$ cat config.mk
export PLATFORM = sky130hd
export DESIGN_NAME = snoop_msi_ctrl
export DESIGN_NICKNAME = d
export VERILOG_FILES = /design/src/rtl/snoop_msi_ctrl.sv
export SDC_FILE = /design/constraint.sdc
export NUM_CORES = 1
export LEC_CHECK = 0
export ABC_AREA = 1
export BUFFER_PORTS_ARGS = -buffer_cell sky130_fd_sc_hd__buf_2
export CORE_MARGIN = 4
export CORE_UTILIZATION = 55
export DETAILED_ROUTE_END_ITERATION = 10
export GPL_TIMING_DRIVEN = 0
export PLACE_DENSITY_LB_ADDON = 0.08
export SYNTH_ARGS = -nofsm -noshare
export SYNTH_HDL_FRONTEND = slang
export SYNTH_SLANG_ARGS = --single-unit
$ cat constraint.sdc
create_clock -name clk -period 5.4 [get_ports clk]
set_input_delay 0.54 -clock clk [delete_from_list [all_inputs] [get_ports clk]]
set_output_delay 0.54 -clock clk [all_outputs]
set_load 0.03 [all_outputs]
$ cat src/rtl/snoop_msi_ctrl.sv
module snoop_msi_ctrl #(
  parameter int ADDR_W = 16,
  parameter int IDX_W  = 2
) (
  input  logic              clk,
  input  logic              rst_n,
  input  logic              cpu_req,
  input  logic              cpu_we,
  input  logic [ADDR_W-1:0] cpu_addr,
  output logic              cpu_done,
  output logic              bus_req,
  output logic [1:0]        bus_cmd,
  output logic [ADDR_W-1:0] bus_addr,
  input  logic              bus_gnt,
  input  logic              bus_done,
  input  logic              snp_valid,
  input  logic [1:0]        snp_cmd,
  input  logic [ADDR_W-1:0] snp_addr,
  output logic              snp_shared,
  output logic              snp_dirty,
  output logic              snp_wait
);
  localparam int LINES = 1 << IDX_W;
  localparam int TAG_W = ADDR_W - IDX_W;
  localparam logic [1:0] CMD_RD  = 2'b01;
  localparam logic [1:0] CMD_RDX = 2'b10;
  localparam logic [1:0] CMD_UPG = 2'b11;

  typedef enum logic [2:0] {ST_I, ST_S, ST_M, ST_SM, ST_IM, ST_IS} st_t;

  st_t              pst  [LINES];
  st_t              bst  [LINES];
  logic [TAG_W-1:0] ptag [LINES];
  logic [TAG_W-1:0] btag [LINES];

  logic             busy, hold, pend_we;
  logic [IDX_W-1:0] pend_idx;
  logic [TAG_W-1:0] pend_tag;

  // processor-side lookup
  logic [IDX_W-1:0] c_idx;
  logic [TAG_W-1:0] c_tag;
  logic             c_match, c_hit, cpu_go, start_miss;
  st_t              c_st, miss_st;

  assign c_idx   = cpu_addr[IDX_W-1:0];
  assign c_tag   = cpu_addr[ADDR_W-1:IDX_W];
  assign c_st    = pst[c_idx];
  assign c_match = ptag[c_idx] == c_tag;
  assign c_hit   = c_match && (c_st == ST_M || (!cpu_we && c_st == ST_S));
  assign miss_st = !cpu_we ? ST_IS : ((c_match && c_st == ST_S) ? ST_SM : ST_IM);

  // bus-side lookup
  logic [IDX_W-1:0] s_idx;
  logic [TAG_W-1:0] s_tag;
  logic             own_xfer, s_active, s_held, s_upd;
  st_t              s_st, s_next;

  assign s_idx    = snp_addr[IDX_W-1:0];
  assign s_tag    = snp_addr[ADDR_W-1:IDX_W];
  assign s_st     = bst[s_idx];
  assign own_xfer = busy && !hold && bus_gnt && bus_done;
  assign s_active = snp_valid && !own_xfer && (btag[s_idx] == s_tag);
  assign s_held   = s_active && hold && (s_idx == pend_idx);

  always_comb begin
    s_next = s_st;
    case (s_st)
      ST_M:    s_next = (snp_cmd == CMD_RD) ? ST_S  : ST_I;
      ST_S:    s_next = (snp_cmd == CMD_RD) ? ST_S  : ST_I;
      ST_SM:   s_next = (snp_cmd == CMD_RD) ? ST_SM : ST_IM;
      default: s_next = s_st;
    endcase
  end

  assign s_upd      = s_active && !s_held && (snp_cmd != 2'b00) && (s_next != s_st);
  assign snp_wait   = s_held;
  assign snp_shared = s_active && !s_held &&
                      (s_st == ST_S || s_st == ST_M || s_st == ST_SM);
  assign snp_dirty  = s_active && !s_held && s_st == ST_M;

  // processor sequencing
  assign cpu_go     = cpu_req && !busy && !s_upd;
  assign start_miss = cpu_go && !c_hit;
  assign cpu_done   = (cpu_go && c_hit) || (own_xfer && !pend_we) || hold;

  // bus request
  assign bus_req  = busy && !hold;
  assign bus_addr = {pend_tag, pend_idx};
  always_comb begin
    bus_cmd = 2'b00;
    if (bus_req) begin
      case (pst[pend_idx])
        ST_IS:   bus_cmd = CMD_RD;
        ST_IM:   bus_cmd = CMD_RDX;
        ST_SM:   bus_cmd = CMD_UPG;
        default: bus_cmd = 2'b00;
      endcase
    end
  end

  always_ff @(posedge clk) begin
    if (!rst_n) begin
      for (int i = 0; i < LINES; i++) begin
        pst[i]  <= ST_I;
        bst[i]  <= ST_I;
        ptag[i] <= '0;
        btag[i] <= '0;
      end
      busy     <= 1'b0;
      hold     <= 1'b0;
      pend_we  <= 1'b0;
      pend_idx <= '0;
      pend_tag <= '0;
    end else begin
      hold <= own_xfer && pend_we;
      if (hold) busy <= 1'b0;
      if (own_xfer) begin
        pst[pend_idx] <= (pst[pend_idx] == ST_IS) ? ST_S : ST_M;
        bst[pend_idx] <= (pst[pend_idx] == ST_IS) ? ST_S : ST_M;
        if (!pend_we) busy <= 1'b0;
      end
      if (s_upd) begin
        pst[s_idx] <= s_next;
        bst[s_idx] <= s_next;
      end
      if (start_miss) begin
        pst[c_idx]  <= miss_st;
        bst[c_idx]  <= miss_st;
        ptag[c_idx] <= c_tag;
        btag[c_idx] <= c_tag;
        busy        <= 1'b1;
        pend_we     <= cpu_we;
        pend_idx    <= c_idx;
        pend_tag    <= c_tag;
      end
    end
  end

  p_req_transient_r10: assert property (@(posedge clk) disable iff (!rst_n)
    bus_req |-> (pst[pend_idx] == ST_SM || pst[pend_idx] == ST_IM || pst[pend_idx] == ST_IS));
  p_req_drops_r10: assert property (@(posedge clk) disable iff (!rst_n)
    (bus_req && bus_gnt && bus_done) |=> !bus_req);
  p_race_rdx_r5: assert property (@(posedge clk) disable iff (!rst_n)
    (bus_req && bus_cmd == CMD_UPG && !(bus_gnt && bus_done) && snp_valid &&
     snp_addr == bus_addr && snp_cmd != CMD_RD && snp_cmd != 2'b00) |=> bus_cmd == CMD_RDX);
  p_write_hold_r8: assert property (@(posedge clk) disable iff (!rst_n)
    (bus_req && bus_gnt && bus_done && pend_we) |=> (cpu_done && !bus_req));
  p_wait_keeps_m_r8: assert property (@(posedge clk) disable iff (!rst_n)
    snp_wait |=> bst[pend_idx] == ST_M);
  p_update_stall_r9: assert property (@(posedge clk) disable iff (!rst_n)
    (s_upd && !busy) |-> !cpu_done);
  p_dirty_shared_r7: assert property (@(posedge clk) disable iff (!rst_n)
    snp_dirty |-> (snp_shared && !snp_wait));
endmodule

# == Word-level counts from Yosys, hierarchy flattened ==
# Memories as Yosys holds them, arrays and structs flattened. A register that Yosys moved wholly into a read port is not among the register bits.
# Cells that the tools add are included.
# totals
register_bits,19
ram_bits,136
out_inout_bits,23
elab_cells,114
mem_count,4
# op_classes
eq_ne,13
mux,48
n_reduce_logical,44
# memory_table
memory,depth,word_bits,read_ports,rd_clocked_by_memory_dff,wr,line_no,source
btag,4,14,1,0,4,34,logic [TAG_W-1:0] btag [LINES];
ptag,4,14,1,0,4,33,logic [TAG_W-1:0] ptag [LINES];
bst,4,3,1,0,4,32,st_t bst [LINES];
pst,4,3,2,1,4,31,st_t pst [LINES];
# ops
operator,n
$eq A14 B14 Y1,2
$mux W14,2
$reduce_or A14 Y1,2
$mux W3,9
$mux W2,12
$mux W1,23
$logic_and A1 B1 Y1,21
$reduce_or A3 Y1,6
$eq A3 B2 Y1 const B,4
$logic_not A1 Y1,8
$eq A3 B1 Y1 const B,2
$eq A3 B3 Y1 const B,2
$pmux W2 S3,1
$pmux W3 S2,1
$logic_or A1 B1 Y1,5
$ne A3 B3 Y1,1
$eq A2 B1 Y1 const B,1
$eq A2 B2 Y1,1
$reduce_bool A2 Y1,1
$reduce_or A2 Y1,1

# == Depth between registers and ports, before layout ==
# depth
depth_word,21
mapped_depth,20

# == Least setup slack after synthesis ==
# OpenSTA, ideal clock, no wires.
# synth_path
kind,input to output
startpoint,input port cpu_addr[0]
endpoint,output port cpu_done
t_arrival_ns,2.723
t_required_ns,4.860
slack_ns,2.137
cell_stages,11
path_buffers,2
path_cell_list,buf_4 buf_4 nand2_1 nand3_1 nand3_1 nand2_1 nor2_1 nand2_1 nor2_1 nand3_1 o311ai_0
# synth_between
elab_chain_cells,8
word_cells_on_any_way,11
cone_classes,3 x eq/ne; 6 x reduce/logical; 2 x memory
# synth_rtl
element,line_no,source
"start, declared",9,"input logic [ADDR_W-1:0] cpu_addr,"
$mem_v2 Z4 W3,n/a,
$eq A3 B1 Y1,50,assign c_hit = c_match && (c_st == ST_M || (!cpu_we && c_st == ST_S));
$logic_and A1 B1 Y1,50,
$logic_or A1 B1 Y1,50,
$logic_and A1 B1 Y1 *,50,
$logic_and A1 B1 Y1 *,85,assign cpu_done = (cpu_go && c_hit) || (own_xfer && !pend_we) || hold;
$logic_or A1 B1 Y1 * (2 in series),85,
"end, declared",10,"output logic cpu_done,"
# Every way passes the cells marked *; elsewhere a longest branch is shown, timed or not.

==> flow_summary_export.csv <==
group,metric,value,unit
critical_path,path_cells,"buf_2, inv_2, buf_2, nand3_1, nand3_1, nand2_1, nor2_1, nand2_1, nor2_1, nand3_1, nand4_2, inv_2, nand3_2, buf_2, nand2_1",
clock_network,clkTransAtPathRegs,0.10,ns
synthesis,synth_nets,796,
finish,final_nets,869,
finish,fin_util,64.6,%
critical_path,worstSetupEndpointType,"register",
global_routing,grt-ovfl-total,0,
timing,fin_crit,3.61,ns
critical_path,critPathArrivalTime,3.54,ns
floorplanning,die-width,107,um
run_status,status,"complete, no violations",
clock_network,clockBufferDepth,2,
global_routing,grt_max_degree,19,
synthesis,ys.warnings.count,0,
synthesis,synth_top_family_by_area,"simple AND/OR/NAND/NOR gates",
synthesis,synth_area,5420,um^2
timing,hold_slack,0.418,ns
finish,fill_cells,861,
floorplanning,coreArea,9420,um^2
floorplanning,rows,35,
timing,fmax,0.277,GHz
critical_path,timing.rr.start,"btag[3][11]$_DFFE_PP_",
global_routing,grt_antenna_before_repair,0,
synthesis,post_synth.cell_area_avg,7.18,um^2
floorplanning,initial_core_util,57.6,%
finish,seqCellArea,2460,um^2
synthesis,synth.area.mux_share,0,%
synthesis,synth_compound_area_share,4.13,%
synthesis,ys.flop_type,"edfxtp_1",
clock_network,cts_hold_buffers,0,
finish,layout-drive-gt1-share,15.6,%
clock_network,post_cts_buffers,0,
power,power_density,266,nW/um^2
timing,fin_crit_sh,66.9,%
clock_network,cts_max_level,3,
floorplanning,ios,64,
critical_path,max_stage_delay,0.52,ns
job,max_cap_violations,0,
finish,area_growth,12.2,%
floorplanning,fp.dieH,107,um
timing,skew,0.0136,ns
worst_hold_path,min_delay_path_depth,3,
synthesis,synth_area_leaders,"edfxtp_1, nand2_1, nand3_1, dfxtp_1, nor2_1",
critical_path,cp_slowest_cell,"nand2_1",
timing,hold_viol,0,
power,peakVddDrop,0.000205,V
timing,tightest_slew,0.854,ns
place,hpwl,12400,um
clock_network,clock_sinks,89,
place,post-place-ws,1.49,ns
worst_hold_path,min_to,"pend_tag[11]$_SDFFE_PN0P_",
timing,slew_headroom,43.1,%
global_routing,grt_pass1_wl,26000,um
clock_network,insertion_delay,0.37,ns
global_routing,grt_use_total,30.1,%
timing,setup_tns,0,ns
power,p_leak,3.04,nW
synthesis,seq_area_frac_synth,45.4,%
synthesis,yosysUniqueCellTypes,39,
clock_network,cts_made_buffers,9,
timing,setup_viol,0,
critical_path,crit_required,5.33,ns
synthesis,synth-edff-count,68,
synthesis,async_flop_share,0,%
finish,diodes,0,
worst_hold_path,min-delay-start,"cpu_addr[13]",
critical_path,r2r_cells,15,
clock_network,ctsResizeCount,0,
synthesis,synth_simple_gate_area_share,41.7,%
place,io_buffer_count,62,
critical_path,startpoint_type,"input pin",
synthesis,synthAdderAreaFrac,0,%
detailed_routing,post_drt_wl_per_cell,17.7,um
critical_path,r2r_slack,2.15,ns
place,gp_congestion,0.965,
detailed_routing,via_per_inst,5.66,
synthesis,synth_seq_cells,89,
clock_network,cts_root_buffer,"clkbuf_8",
detailed_routing,remaining_drc_errors,0,
finish,multi_input_area,2500,um^2
timing,rsz0062_at_grt,"false",
synthesis,syn_inst,755,
synthesis,yosys.area_share.xor_xnor,0.323,%
detailed_routing,totalWireLength,17000,um
detailed_routing,firstDrtPassIters,5,
detailed_routing,antenna_left,0,
detailed_routing,drt_iter0_markers,579,
global_routing,grt_pass1_vias,4948,
timing,maxSlewViolCount,0,
critical_path,crit_type,"in2reg",
critical_path,reg2reg_to,"ptag[1][9]$_SDFFCE_PN0P_",
critical_path,crit_fanout,14,
timing,setup_slack,1.79,ns
worst_hold_path,min_path_type,"in2reg",
clock_network,cts_tree,"built",
synthesis,synth_top_area_share,37.7,%
detailed_routing,dr_total_vias,5445,
synthesis,yosys.area.top_type,"edfxtp_1",
floorplanning,die_area,11500,um^2
Yosys cell counts, types with 2 or more instances:
library cell,n
a21oi_1,9
a21oi_2,2
a32oi_1,3
and2_1,2
buf_1,3
buf_2,12
buf_4,8
buf_6,5
dfxtp_1,21
edfxtp_1,68
inv_1,64
inv_2,5
nand2_1,291
nand2_2,3
nand3_1,100
nand3_2,3
nand3b_1,11
nand4_1,6
nor2_1,98
nor2_2,5
o21ai_0,12
o21ai_1,3
o22ai_1,3
or2_2,3
area by class of cell:
cell class | instances | area share, %
Buffer | 29 | 3.15
Clock buffer | 9 | 2.04
Clock inverter | 7 | 1.09
Inverter | 70 | 4.36
Multi-Input combinational cell | 567 | 41.1
Sequential cell | 89 | 40.5
Tap cell | 129 | 2.65
Timing Repair Buffer | 62 | 5.10
power by group:
| group | switching [W] | internal [W] |
|---|---|---|
| registers | 0.0000295 | 0.000786 |
| logic | 0.000237 | 0.000101 |
| clock network | 0.000281 | 0.000182 |
stage by stage:
step / area (um^2) / power (W) / std cells
CTS: 6080 / 0.00161 / 962
floorplan: 5420 / 0.00105 / 755
finish: 6080 / 0.00162 / 962
global route: 6080 / 0.00169 / 962
detailed placement: 5890 / 0.00116 / 946
global placement: 5890 / 0.00115 / 946
metal layers:
layer,global-route usage [%],wire (um),vias to the layer above,share of wire (%)
met4,9.95,470,0,2.8
met5,0,0,-,0
met3,5.88,2000,44,12
met2,45.1,7200,321,42
met1,43.8,7340,2494,43
li1,-,-,2586,-
registers in the layout, indices dropped and copies added, names as in the netlist, named ones only:
name and count:
pst 9, hold 1, pend_we 1, btag 28
pend_idx 2, busy 1, pend_tag 14, bst 3
ptag 28
placed cells by master, fill, tap and decap left out, types with 2 or more instances in the layout:
cell	Yosys	routed
o21ai_1	3	3
buf_6	5	5
nand3_1	100	100
nand2_2	3	3
inv_2	5	5
o21ai_0	12	12
nand3b_1	11	11
inv_4	1	2
clkbuf_8	0	9
inv_1	64	64
or2_2	3	3
inv_6	0	2
a21oi_1	9	9
and2_1	2	2
edfxtp_1	68	68
buf_2	12	74
nand2_1	291	291
o22ai_1	3	3
nor2_1	98	98
dfxtp_1	21	21
inv_8	0	3
a21oi_2	2	2
buf_4	8	8
nand4_1	6	6
nand3_2	3	3
nor2_2	5	5
a32oi_1	3	3
buf_1	3	3
logic make-up (layout without fill, tap and decap cells):
logic type	Yosys count	in the layout
and+or+nand+nor	528	528
buffers and inverters	99	177
DFF	89	89
AOI/OAI and AO/OA	37	37
xor gates and xnor gates	2	2
worst max path at each step:
stage / start / to / cells after the start
after CTS: cpu_addr[1] / ptag[2][10]$_SDFFCE_PN0P_ / 16
after global placement: cpu_addr[1] / ptag[1][11]$_SDFFCE_PN0P_ / 15
after floorplan: cpu_addr[0] / cpu_done / 11
after global routing: cpu_addr[1] / ptag[2][10]$_SDFFCE_PN0P_ / 16
final: cpu_addr[1] / ptag[1][9]$_SDFFCE_PN0P_ / 15
after detailed placement: cpu_addr[1] / ptag[2][0]$_SDFFCE_PN0P_ / 16
critical path, delay by kind of cell:
kind / cells / cell delay [ns]
buffers and inverters: 5 / 1.09
AND/OR/NAND/NOR: 10 / 1.90
No activity file was read; power rests on OpenSTA's default activity.
